<file path="config.mk">
export PLATFORM = sky130hd
export DESIGN_NAME = nvs_store_seq
export DESIGN_NICKNAME = d
export VERILOG_FILES = /design/src/rtl/nvs_pkg.sv /design/src/rtl/nvs_ctrl.sv /design/src/rtl/nvs_datapath.sv /design/src/rtl/nvs_store_seq.sv
export SDC_FILE = /design/constraint.sdc
export NUM_CORES = 1
export LEC_CHECK = 0
export ABC_AREA = 1
export ABC_CLOCK_PERIOD_IN_PS = 2750
export BUFFER_PORTS_ARGS = -buffer_cell sky130_fd_sc_hd__buf_2
export CORE_UTILIZATION = 40
export DETAILED_ROUTE_END_ITERATION = 10
export PLACE_DENSITY = 0.59
export SYNTH_ARGS = -nofsm -noshare
export SYNTH_HDL_FRONTEND = slang
export SYNTH_SLANG_ARGS = --single-unit
</file>
<file path="constraint.sdc">
create_clock -name clk -period 2.75 [get_ports clk]
set_input_delay 0.4125 -clock clk [delete_from_list [all_inputs] [get_ports clk]]
set_output_delay 0.4125 -clock clk [all_outputs]
set_load 0.02 [all_outputs]
</file>
<file path="src/rtl/nvs_pkg.sv">
package nvs_pkg;
  localparam int NV_POTS = 2;
  localparam int NV_REGS = 4;
  localparam int NV_DW   = 6;
  localparam int POT_W   = (NV_POTS > 1) ? $clog2(NV_POTS) : 1;
  localparam int IDX_W   = (NV_REGS > 1) ? $clog2(NV_REGS) : 1;
  localparam int STAT_W  = 8;

  typedef enum logic [1:0] {
    REQ_NONE        = 2'b00,
    REQ_DATA_WRITE  = 2'b01,
    REQ_WIPER_SAVE  = 2'b10,
    REQ_GLOBAL_SAVE = 2'b11
  } req_kind_e;

  typedef struct packed {
    logic                             busy;
    logic                             commit;
    logic [NV_POTS-1:0]               potMask;
    logic [IDX_W-1:0]                 idx;
    logic [NV_POTS-1:0][NV_DW-1:0]    data;
  } store_strobe_t;
endpackage

</file>
<file path="src/rtl/nvs_ctrl.sv">
module nvs_ctrl
  import nvs_pkg::*;
#(
  parameter int STORE_CYCLES = 1250
) (
  input  logic                      clk,
  input  logic                      rstN,
  input  logic                      csN,
  input  logic                      wpN,
  input  logic                      reqValid,
  input  logic [1:0]                reqKind,
  input  logic [POT_W-1:0]          reqPot,
  input  logic [IDX_W-1:0]          reqIdx,
  input  logic [NV_DW-1:0]          reqData,
  input  logic [NV_POTS*NV_DW-1:0]  wiperIn,
  output store_strobe_t             strobe,
  output logic                      standbyOk
);
  localparam int CNT_W = $clog2(STORE_CYCLES + 1);
  localparam logic [CNT_W-1:0] CNT_LAST = CNT_W'(STORE_CYCLES - 1);

  req_kind_e kind;
  logic csQ, csRise, accept, busyQ;
  logic [CNT_W-1:0] cntQ;

  logic                          pendValid;
  logic [NV_POTS-1:0]            pendMask, actMask, reqMask;
  logic [IDX_W-1:0]              pendIdx, actIdx;
  logic [NV_POTS-1:0][NV_DW-1:0] pendData, actData, reqVals;

  assign kind   = req_kind_e'(reqKind);
  assign csRise = csN && !csQ;
  assign accept = reqValid && !csN && !busyQ && (kind != REQ_NONE);

  generate
    for (genvar p = 0; p < NV_POTS; p++) begin : g_req
      always_comb begin
        reqMask[p] = (kind == REQ_GLOBAL_SAVE) ||
                     ((kind != REQ_NONE) && (reqPot == POT_W'(p)));
        reqVals[p] = (kind == REQ_DATA_WRITE) ? reqData
                                              : wiperIn[p*NV_DW +: NV_DW];
      end
    end
  endgenerate

  always_ff @(posedge clk) begin
    if (!rstN) begin
      csQ       <= 1'b1;
      pendValid <= 1'b0;
      pendMask  <= '0;
      pendIdx   <= '0;
      pendData  <= '0;
    end else begin
      csQ <= csN;
      if (csRise) begin
        pendValid <= 1'b0;
      end else if (accept) begin
        pendValid <= 1'b1;
        pendMask  <= reqMask;
        pendIdx   <= reqIdx;
        pendData  <= reqVals;
      end
    end
  end

  always_ff @(posedge clk) begin
    if (!rstN) begin
      busyQ   <= 1'b0;
      cntQ    <= '0;
      actMask <= '0;
      actIdx  <= '0;
      actData <= '0;
    end else if (busyQ) begin
      if (cntQ == '0) begin
        busyQ <= 1'b0;
      end else begin
        cntQ <= cntQ - 1'b1;
      end
    end else if (csRise && pendValid && wpN) begin
      busyQ   <= 1'b1;
      cntQ    <= CNT_LAST;
      actMask <= pendMask;
      actIdx  <= pendIdx;
      actData <= pendData;
    end
  end

  always_comb begin
    strobe.busy    = busyQ;
    strobe.commit  = busyQ && (cntQ == '0);
    strobe.potMask = actMask;
    strobe.idx     = actIdx;
    strobe.data    = actData;
  end

  assign standbyOk = csN && !busyQ;
endmodule

</file>
<file path="src/rtl/nvs_datapath.sv">
module nvs_datapath
  import nvs_pkg::*;
(
  input  logic               clk,
  input  logic               rstN,
  input  store_strobe_t      strobe,
  input  logic [POT_W-1:0]   rdPot,
  input  logic [IDX_W-1:0]   rdIdx,
  output logic [NV_DW-1:0]   rdData,
  output logic [STAT_W-1:0]  statusByte
);
  logic [NV_DW-1:0] cells [NV_POTS][NV_REGS];

  generate
    for (genvar p = 0; p < NV_POTS; p++) begin : g_pot
      for (genvar r = 0; r < NV_REGS; r++) begin : g_slot
        always_ff @(posedge clk) begin
          if (!rstN) begin
            cells[p][r] <= '0;
          end else if (strobe.commit && strobe.potMask[p] &&
                       (strobe.idx == IDX_W'(r))) begin
            cells[p][r] <= strobe.data[p];
          end
        end
      end
    end
  endgenerate

  assign rdData     = cells[rdPot][rdIdx];
  assign statusByte = {{(STAT_W-1){1'b0}}, strobe.busy};
endmodule

</file>
<file path="src/rtl/nvs_store_seq.sv">
module nvs_store_seq
  import nvs_pkg::*;
#(
  parameter int STORE_CYCLES = 1250
) (
  input  logic                      clk,
  input  logic                      rstN,
  input  logic                      csN,
  input  logic                      wpN,
  input  logic                      reqValid,
  input  logic [1:0]                reqKind,
  input  logic [POT_W-1:0]          reqPot,
  input  logic [IDX_W-1:0]          reqIdx,
  input  logic [NV_DW-1:0]          reqData,
  input  logic [NV_POTS*NV_DW-1:0]  wiperIn,
  input  logic [POT_W-1:0]          rdPot,
  input  logic [IDX_W-1:0]          rdIdx,
  output logic [NV_DW-1:0]          rdData,
  output logic [STAT_W-1:0]         statusByte,
  output logic                      standbyOk
);
  store_strobe_t strobe;

  nvs_ctrl #(.STORE_CYCLES(STORE_CYCLES)) u_ctrl (
    .clk(clk), .rstN(rstN), .csN(csN), .wpN(wpN),
    .reqValid(reqValid), .reqKind(reqKind), .reqPot(reqPot),
    .reqIdx(reqIdx), .reqData(reqData), .wiperIn(wiperIn),
    .strobe(strobe), .standbyOk(standbyOk)
  );

  nvs_datapath u_dp (
    .clk(clk), .rstN(rstN), .strobe(strobe),
    .rdPot(rdPot), .rdIdx(rdIdx), .rdData(rdData),
    .statusByte(statusByte)
  );
endmodule

</file>
**Word level (Yosys, flattened, before mapping)**

Memories as Yosys holds them, arrays and structs flattened.
Cells that the tools add are included.

- Memories: 1
- RAM bits: 48
- Flip-flop bits (word level): 46
- Input port bits: 31
- Output and inout port bits: 15

- Muxes and demuxes: 44
- Bitwise logic cells: 13
- $lt $le $gt $ge: 1
- Reductions and logical operators: 33
- Add/sub/neg operators: 1
- Eq/ne operators: 6

Memory list:

| name | depth | width | read ports | clocked after Yosys merged registers in | write ports | line | source |
|---|---|---|---|---|---|---|---|
| u_dp.cells | 2 | 24 | 1 | 0 | 2 | nvs_datapath.sv:12 | `logic [NV_DW-1:0] cells [NV_POTS][NV_REGS];` |

Operators with widths:

| kind | count |
|---|---|
| $mux W6 | 12 |
| $mux W11 | 3 |
| $mux W1 | 28 |
| $logic_and A1 B1 Y1 | 20 |
| $bmux W6 S2 | 1 |
| $logic_not A11 Y1 | 1 |
| $sub A11 B1 Y11 const B | 1 |
| $or A1 B1 Y1 | 8 |
| $eq A2 B2 Y1 const B | 3 |
| $reduce_and A2 Y1 | 3 |
| $eq A2 B1 Y1 const B | 2 |
| $not A1 Y1 | 4 |
| $reduce_bool A2 Y1 | 2 |
| $ge A3 B3 Y1 const B | 1 |
| $logic_not A1 Y1 | 3 |
| $not A2 Y3 | 1 |
| $logic_not A2 Y1 | 1 |
| $logic_or A1 B1 Y1 | 2 |
| $ne A2 B2 Y1 const B | 1 |
| $reduce_or A2 Y1 | 1 |

**Depth between registers and ports, before layout**

Gate-level depths: netlist of run 1.

- Word-level depth: 8
- Mapped depth: 9
- Depth with buffers taken out: 9

**Modules after synthesis**

From an unflattened synthesis of run 1, not the netlist that was laid out.

- Cell total of the unflattened synthesis: 571
- Area total of the unflattened synthesis: 4705.8 um^2

Modules (own cells, without submodules):

| module | instances | cells an instance | sequential area each (um^2) | area each (um^2) |
|---|---|---|---|---|
| nvs_datapath | 1 | 304 | 1441.4 | 2707.6 |
| nvs_ctrl | 1 | 267 | 920.9 | 1998.2 |

**Worst setup path before layout of run 1**

Ideal clock, no wire load.

- Path type: register to register
- From: register u_ctrl.cntQ[0]
- To: memory u_dp.cells[0][0] in the netlist's numbering, enable pin
- Required time: 2373 ps
- Cell stages (with the launch flop): 9
- Setup slack: 704 ps
- Buffers on the path: 0
- Arrival: 1669 ps
- Cell sequence: dfxtp_1 -> inv_1 -> ha_1 -> nand2_1 -> nor2_2 -> nand3b_1 -> nor2_2 -> inv_1 -> o21ai_0

RTL lines:

| what | line | source |
|---|---|---|
| start, declared | nvs_ctrl.sv:24 | `logic [CNT_W-1:0] cntQ;` |
| start signal, assigned | nvs_ctrl.sv:77 | `cntQ <= cntQ - 1'b1;` |
| end, declared | nvs_datapath.sv:12 |  |

**Worst setup path after layout of run 1**

- From: input rdPot
- To: output rdData[4]

- Longest elaborated chain between the ends: 4

RTL lines:

| what | line | source |
|---|---|---|
| start, declared | nvs_store_seq.sv:16 | `input logic [POT_W-1:0] rdPot,` |
| $mem_v2 Z2 W24 | n/a |  |
| $bmux W6 S2 | nvs_datapath.sv:29 | `assign rdData = cells[rdPot][rdIdx];` |
| $mux W6 (not written as such) (2 in a row) | nvs_datapath.sv:29 |  |
| end, declared | nvs_store_seq.sv:18 | `output logic [NV_DW-1:0] rdData,` |

Every way passes these cells. The select of a mux whose other input is x is not followed.

==> results of run 1 <==
[cell usage in the layout, fill, tap and decap left out, types with 7 or more instances in the layout]
cell type / synthesis / routed
buf_2: 3 / 38
nand3_1: 29 / 29
conb_1: 1 / 7
nor2_1: 131 / 131
inv_1: 46 / 46
buf_4: 8 / 12
edfxtp_1: 48 / 48
nand2_1: 62 / 62
o21ai_0: 81 / 81
clkbuf_8: 0 / 9
dfxtp_1: 46 / 46
a21oi_1: 32 / 32
[area by class of cell]
class                           instances  area share
Sequential cell                        94       0.498
Tap cell                              136      0.0359
Timing Repair Buffer                   50      0.0591
Multi-Input combinational cell        359       0.337
Clock inverter                          7     0.00659
Clock buffer                            9      0.0261
Inverter                               47      0.0372
[kinds of logic after synthesis]
| logic type | share of synthesized area |
|---|---|
| AOI/OAI and AO/OA | 0.142 |
| DFF | 0.554 |
| adders and majority gates | 0.00294 |
| buffers and inverters | 0.0749 |
| and+or+nand+nor | 0.221 |
| other | 0.000880 |
| xor gates and xnor gates | 0.00411 |
[final timing paths]
| path | startpoint | to | slack, ps | cells past startpoint |
|---|---|---|---|---|
| setup / recovery | rdPot | rdData[4] | 510 | 7 |
| hold / removal | reqIdx[0] | u_ctrl.pendIdx[0] | 280 | 3 |
| setup reg to reg | u_ctrl.cntQ[0] | u_dp.cells[0][23] | 630 | 9 |
| hold reg to reg | u_ctrl.actMask[0] | u_ctrl.actMask[0] | 480 | 2 |
[power groups by stage]
stage	Combinational [mW]	Sequential, mW	Clock (mW)
floorplan	0.152	1.55	0
global placement	0.210	1.56	0
detailed placement	0.214	1.56	0
CTS	0.215	1.53	0.786
global route	0.245	1.53	0.843
finish	0.214	1.53	0.766
[critical path, cell delays in order]
cell and delay, ps:
buf_2 210, inv_1 490, nor2_1 100, o21ai_0 180
a21oi_1 70, a31oi_1 160, buf_2 190
[per-layer routing]
layer	vias up	routed length, um	track usage
met4	0	163	0.0684
li1	1780	-	-
met3	17	321	0.0337
met1	1509	4470	0.233
met5	-	0	0
met2	94	4130	0.274
[flip-flops by register name, summed over array words and instances (netlist names)]
register,flops
u_ctrl.busyQ,1
u_ctrl.pendMask,2
u_dp.cells,48
u_ctrl.actIdx,2
u_ctrl.pendValid,1
u_ctrl.pendIdx,2
u_ctrl.actMask,2
u_ctrl.csQ,1
u_ctrl.strobe,12
u_ctrl.cntQ,11
u_ctrl.pendData,12
[through the flow]
step,worst slack [ps],instances,power [mW]
after detailed placement,547,686,1.78
after floorplan,704,529,1.71
after CTS,540,702,2.53
final,515,702,2.51
after global placement,637,686,1.77
after global routing,337,702,2.62
==> results.cfg, run 1 <==
[yosys]
synth_top_flop_cell = edfxtp_1
synth_top_area_cell = edfxtp_1
synth.distinct_cells = 22
syn_area_um2 = 4260
synth_common_cells = nor2_1 (131), o21ai_0 (81), nand2_1 (62), edfxtp_1 (48)
seq_area_frac_synth = 0.554
synth_edf_count = 48
synth.area.top_cells = edfxtp_1 (34%), dfxtp_1 (22%), nor2_1 (12%)
synthArstFlopShare = 0
synth_top_cell_area_share = 0.338
yosysMostFrequentCell = nor2_1
synth_cells = 523
synth_warnings = 0
ys_ff_latch = 94
syn_avg_cell_area_um2 = 8.15

[clocking]
clkTransAtPathRegs_ps = 80
cts_num_sinks = 94
h-tree-depth = 3
worstSkewPairLatency_ps = 360
cts_hold_buf = 0
cts_tree = done
cts-root-buf = clkbuf_8
postCtsSetupBuffers = 0
cts_buffer_depth = 2
cts_resized = 0
cts_buffers = 9

[outcome]
outcome = finished, final reports clean

[critical_path]
cp_data_arrival_time_ps = 1820
criticalPathCategory = primary input to output port
cp_max_fo = 25
required_ps = 2340
start_kind = primary input
crit_path_end_kind = output port

[sta]
setup_viol = 0
max_freq_mhz = 447
tightest_slew_ps = 596
maxSlewViolCount = 0
layout_min_cycle_time_ps = 2240
rsz0062_at_grt = false
slew_headroom = 0.602
fin_setup_tns_ps = 0
skew_ps = 10.6
fin_crit_sh = 0.813
hold_ws_ps = 279
hold_viol_final = 0

[place]
gp_congestion = 0.904
port_buffers = 38
post_dp_cell_area_um2 = 4590
hpwl_um = 6740

[power_and_ir_drop]
power_density_nw_per_um2 = 529
vdd_drop_max_mv = 0.248
switching_share = 0.245
p_int_mw = 1.90
p_sw_mw = 0.614
p_leak_nw = 1.88
combPwrFrac = 0.085
seqPwrFrac = 0.610
clock_power_share = 0.305

[routing]
vias_per_cell = 4.84
antenna_left = 0
drc_errors = 0
wl_per_cell_um = 12.9
vias = 3400
wl_um = 9080
initialDrtViolationCount = 204
drt-pass1-iter-count = 5

[cells_and_area]
fill_cells = 1026
multi_input_area_um2 = 1600
syn2layout_area_growth_pct = 11.4
final_util = 0.460
diodes = 0
design_area_um2 = 4750
nets = 593
regArea_um2 = 2360
layout-drive-gt1-share = 0.118

[global_routing]
grt_max_degree = 49
first_global_vias = 3136
grt_pass1_wl_um = 14900
track_usage = 0.173
overflow = 0
antenna_found_initial = 0

[floorplanning]
design.die.area_um2 = 11100
die_height_um = 105
initial_core_util = 0.413
die_x_um = 105
coreArea_um2 = 10300
ios = 46
num_rows = 37

[run]
cap_violations = 0

[worst_hold_path]
hold_class = primary input to flip-flop
(Power assumes the default switching activity.)
==> run 2: changes to the inputs <==
--- a/config.mk
+++ b/config.mk
@@ -6,7 +6,7 @@
 export NUM_CORES = 1
 export LEC_CHECK = 0
 export ABC_AREA = 1
-export ABC_CLOCK_PERIOD_IN_PS = 2750
+export ABC_CLOCK_PERIOD_IN_PS = 2100
 export BUFFER_PORTS_ARGS = -buffer_cell sky130_fd_sc_hd__buf_2
 export CORE_UTILIZATION = 40
 export DETAILED_ROUTE_END_ITERATION = 10
==> constraint.sdc (replaced) <==
create_clock -name clk -period 2.1 [get_ports clk]
set_input_delay 0.315 -clock clk [delete_from_list [all_inputs] [get_ports clk]]
set_output_delay 0.315 -clock clk [all_outputs]
set_load 0.02 [all_outputs]
==> results.cfg, run 2 (synthesis results as in run 1) <==
[critical_path]
cp_data_arrival_time_ps = 2030
worstReg2RegEnd = u_dp.cells[0][0]
cpPeakStageDelay_ps = 330
crit_path_end_kind = flip-flop
crit_cells = 9
startpoint = u_ctrl.cntQ[0]
r2r-start = u_ctrl.cntQ[0]
criticalPathCategory = flip-flop to flip-flop
rrSetupSlack_ps = 150
cp.buffers_inverters = 3
start_kind = flip-flop
required_ps = 2180
cp_max_fo = 6
crit_family = simple AND/OR/NAND/NOR gates
r2r_cells = 9
crit_end = u_dp.cells[0][0]
cp_slowest_cell = dfxtp_1
crit_chain = inv_2 > ha_2 > nand2_1 > nor2_4 > nand3b_1 > nor2_2 > inv_1 > o21ai_0 > buf_4

[sta]
skew_ps = 10.8
maxSlewViolCount = 0
rsz0062_at_grt = false
fin_crit_sh = 0.930
fin_setup_tns_ps = 0
layout_min_cycle_time_ps = 1950
hold_viol_final = 0
max_freq_mhz = 512
setup_viol = 0

[cells_and_area]
final_util = 0.473
layout-drive-gt1-share = 0.138
largest_reg_flops = 48
final_common_cell = nor2_1
nets = 599
regMostFlops = u_dp.cells
syn2layout_area_growth_pct = 14.7
final_cell_mix = nor2_1 (131), o21ai_0 (80), nand2_1 (62)
fill_cells = 1016
diodes = 0

[place]
hpwl_um = 6840
port_buffers = 38
gp_congestion = 0.821

[routing]
initialDrtViolationCount = 195
drt-pass1-iter-count = 5
vias = 3549
antenna_left = 0
vias_per_cell = 5.01
wl_per_cell_um = 13.5
wl_um = 9530
drc_errors = 0

[clocking]
cts_buffers = 9
cts_buffer_depth = 2
cts_tree = done
worstSkewPairLatency_ps = 360
clkTransAtPathRegs_ps = 90
cts-root-buf = clkbuf_8
cts_hold_buf = 0
h-tree-depth = 3
cts_num_sinks = 94

[power_and_ir_drop]
switching_share = 0.227
clock_power_share = 0.380
p_leak_nw = 1.95
combPwrFrac = 0.080
p_sw_mw = 0.839
p_int_mw = 2.86
power_density_nw_per_um2 = 758
vdd_drop_max_mv = 0.392
seqPwrFrac = 0.540

[global_routing]
antenna_found_initial = 0
grt_pass1_wl_um = 15800
overflow = 0
grt_max_degree = 42
first_global_vias = 3340
track_usage = 0.182

[floorplanning]
die_height_um = 105
num_rows = 37
ios = 46
coreArea_um2 = 10300
initial_core_util = 0.413
design.die.area_um2 = 11100
die_x_um = 105

[outcome]
outcome = finished, final reports clean

[worst_hold_path]
worstHoldStart = reqIdx[0]
hold_class = primary input to flip-flop

[run]
cap_violations = 0
==> run 2: cell types whose count changed in the layout (fill, tap and decap cells not counted), moves of 2 or more <==
cell       previous run  this run
nor2_4                1         3
buf_4                12        18
nor2_2                3         1
bufinv_16             0         3
clkinv_1              6         2
==> run 2: routing by layer <==
metal | track usage | part of all wire | vias to the layer above
met1 | 0.241 | 0.47 | 1606
met5 | 0 | 0 | -
met4 | 0.0855 | 0.025 | 0
met3 | 0.0324 | 0.050 | 21
li1 | - | - | 1800
met2 | 0.289 | 0.46 | 122
==> run 2: per-stage QoR <==
stage	total power [mW]	hold WS [ps]	cells	worst slack, ps	area, um2
2_1_floorplan	2.23	423	529	53.5	4280
3_3_place_gp	2.33	457	691	192	4630
3_5_place_dp	2.33	470	691	131	4630
4_1_cts	3.72	177	707	112	4860
5_1_grt	3.84	185	708	6.67	4880
6_report	3.70	189	708	146	4880
==> run 2: cell type report <==
cell class                      count  area [um2]  share of cell area
Multi-Input combinational cell    359        1610               0.330
Tap cell                          136         170              0.0348
Inverter                           47         176              0.0361
Clock buffer                        9         124              0.0254
Timing Repair Buffer               56         325              0.0666
Clock inverter                      7         113              0.0231
Sequential cell                    94        2360               0.484
==> run 2: worst min-delay path, cell delays in order <==
cell	delay [ps]
buf_2	80
nor2_1	30
nor2_1	80
==> run 2: power groups by stage <==
stage               clock network [mW]  logic, mW  registers (mW)
floorplan                            0      0.199            2.03
global placement                     0      0.289            2.04
detailed placement                   0      0.292            2.04
CTS                               1.42      0.294            2.00
global route                      1.50      0.336            2.01
finish                            1.41      0.294            2.00
==> run 2: worst min path at each step <==
stage,endpoint,slack [ps],depth (start not counted)
final,u_ctrl.pendIdx[0],190,3
after global routing,u_ctrl.pendIdx[1],190,3
after CTS,u_ctrl.pendIdx[0],180,3
after detailed placement,u_ctrl.pendValid,470,2
after global placement,u_ctrl.pendValid,460,2
after floorplan,u_ctrl.csQ,420,2
==> run 2: repair_timing <==
action | 4_1_cts | 5_1_grt
buffers inserted | 0 | 1
gates resized for setup | 0 | 5
endpoints found under the hold margin | 0 | 0
setup endpoints to repair | 0 | 30
==> run 3: changes to the inputs <==
--- a/config.mk
+++ b/config.mk
@@ -11,6 +11,7 @@
 export CORE_UTILIZATION = 40
 export DETAILED_ROUTE_END_ITERATION = 10
 export PLACE_DENSITY = 0.59
+export RECOVER_POWER = 25
 export SYNTH_ARGS = -nofsm -noshare
 export SYNTH_HDL_FRONTEND = slang
 export SYNTH_SLANG_ARGS = --single-unit
==> results.cfg, run 3 (synthesis results as in run 1) <==
[routing]
drc_errors = 0
vias = 3556
wl_um = 9550
vias_per_cell = 5.02
antenna_left = 0
initialDrtViolationCount = 207
drt-pass1-iter-count = 5
wl_per_cell_um = 13.5

[clocking]
h-tree-depth = 3
cts_num_sinks = 94
cts_buffer_depth = 2
cts_tree = done
cts-root-buf = clkbuf_8
clkTransAtPathRegs_ps = 90
worstSkewPairLatency_ps = 360
cts_buffers = 9

[floorplanning]
ios = 46
die_height_um = 105
die_x_um = 105
coreArea_um2 = 10300
initial_core_util = 0.413
num_rows = 37
design.die.area_um2 = 11100

[sta]
fin_crit_sh = 0.931
rsz0062_at_grt = false
fin_ws_ps = 146
tightest_slew_ps = 729
skew_ps = 10.7
setup_viol = 0
layout_min_cycle_time_ps = 1950
maxSlewViolCount = 0
fin_setup_tns_ps = 0
max_freq_mhz = 512
slew_headroom = 0.514
hold_viol_final = 0

[worst_hold_path]
worstHoldPathCells = 3
hold_class = primary input to flip-flop
worstHoldStart = csN
min_to = u_ctrl.csQ

[critical_path]
crit_path_end_kind = flip-flop
worstReg2RegEnd = u_dp.cells[0][0]
cp_max_fo = 6
rrSetupSlack_ps = 150
cp_slowest_cell = dfxtp_1
crit_family = simple AND/OR/NAND/NOR gates
cpPeakStageDelay_ps = 330
start_kind = flip-flop
crit_chain = inv_2 > ha_2 > nand2_1 > nor2_4 > nand3b_1 > nor2_2 > inv_1 > o21ai_0 > buf_4
r2r-start = u_ctrl.cntQ[0]
r2r_cells = 9
criticalPathCategory = flip-flop to flip-flop
required_ps = 2180
cp_data_arrival_time_ps = 2030
cp.buffers_inverters = 3

[run]
cap_violations = 0

[power_and_ir_drop]
fin_total_pwr_mw = 3.70
power_density_nw_per_um2 = 761
vdd_drop_max_mv = 0.392
p_leak_nw = 1.94

[cells_and_area]
syn2layout_area_growth_pct = 14.0
final_util = 0.470
layout-drive-gt1-share = 0.131
final_cells = 708
regMostFlops = u_dp.cells
largest_reg_flops = 48
final_common_cell = nor2_1
nets = 599
final_cell_mix = nor2_1 (131), o21ai_0 (80), nand2_1 (62)
diodes = 0

[global_routing]
grt_pass1_wl_um = 15800
antenna_found_initial = 0
first_global_vias = 3340
track_usage = 0.182
overflow = 0
grt_max_degree = 42

[place]
pre_cts_ws_ps = 131
dp.cells = 691
port_buffers = 38
gp_congestion = 0.821
hpwl_um = 6840

[outcome]
outcome = finished, final reports clean
==> run 3: cell types whose count changed in the layout (fill, tap and decap cells not counted) <==
cell	before	now
nor4_4	1	0
nor4_1	0	1
buf_2	38	37
buf_4	18	14
clkbuf_1	0	3
clkbuf_2	0	2
==> run 3: cell type report <==
type                            instances  area, um2
Inverter                               47        176
Sequential cell                        94       2360
Clock buffer                            9        124
Clock inverter                          7        113
Tap cell                              136        170
Multi-Input combinational cell        359       1600
Fill cell                            1021       5470
Timing Repair Buffer                   56        312
==> run 3: per-stage QoR <==
stage / area, um2 / hold WS (ps)
floorplan: 4280 / 423
global placement: 4630 / 457
detailed placement: 4630 / 470
CTS: 4860 / 177
global route: 4860 / 185
finish: 4860 / 177
==> run 3: where the power goes <==
part           leakage (nW)  internal [mW]  switching (mW)
clock network         0.117          0.784           0.623
logic                 0.954         0.0974           0.193
registers             0.869           1.98          0.0217
total                  1.94           2.86           0.837
==> run 3: worst register-to-register path: stages (launching register included) <==
cell and delay [ps]:
dfxtp_1 330, inv_2 90, ha_2 200, nand2_1 110, nor2_4 150, nand3b_1 160
nor2_2 190, inv_1 110, o21ai_0 170, buf_4 180
==> run 3: worst max-delay path by stage <==
stage	start	end	slack, ps	cells past startpoint
2_1_floorplan	u_ctrl.cntQ[0]	u_dp.cells[0][0]	50	8
3_3_place_gp	u_ctrl.cntQ[0]	u_dp.cells[1][1]	190	9
3_5_place_dp	u_ctrl.cntQ[0]	u_dp.cells[1][0]	130	9
4_1_cts	u_ctrl.cntQ[0]	u_dp.cells[1][0]	110	9
5_1_grt	u_ctrl.cntQ[0]	u_dp.cells[0][16]	7	9
6_report	u_ctrl.cntQ[0]	u_dp.cells[0][0]	150	9
==> run 3: repair_timing <==
| action | 4_1_cts | 5_1_grt |
|---|---|---|
| setup endpoints to repair | 0 | 30 |
| endpoints found under the hold margin | 0 | 0 |
| buffers inserted | 0 | 1 |
| gates resized for setup | 0 | 5 |
| hold buffers | 0 | 0 |
==> run 3: metal layers <==
layer | wire length, um | vias up | GRT usage
met5 | 0 | - | 0
met4 | 241 | 0 | 0.0855
met3 | 468 | 21 | 0.0324
met2 | 4380 | 120 | 0.289
met1 | 4460 | 1615 | 0.241
li1 | - | 1800 | -
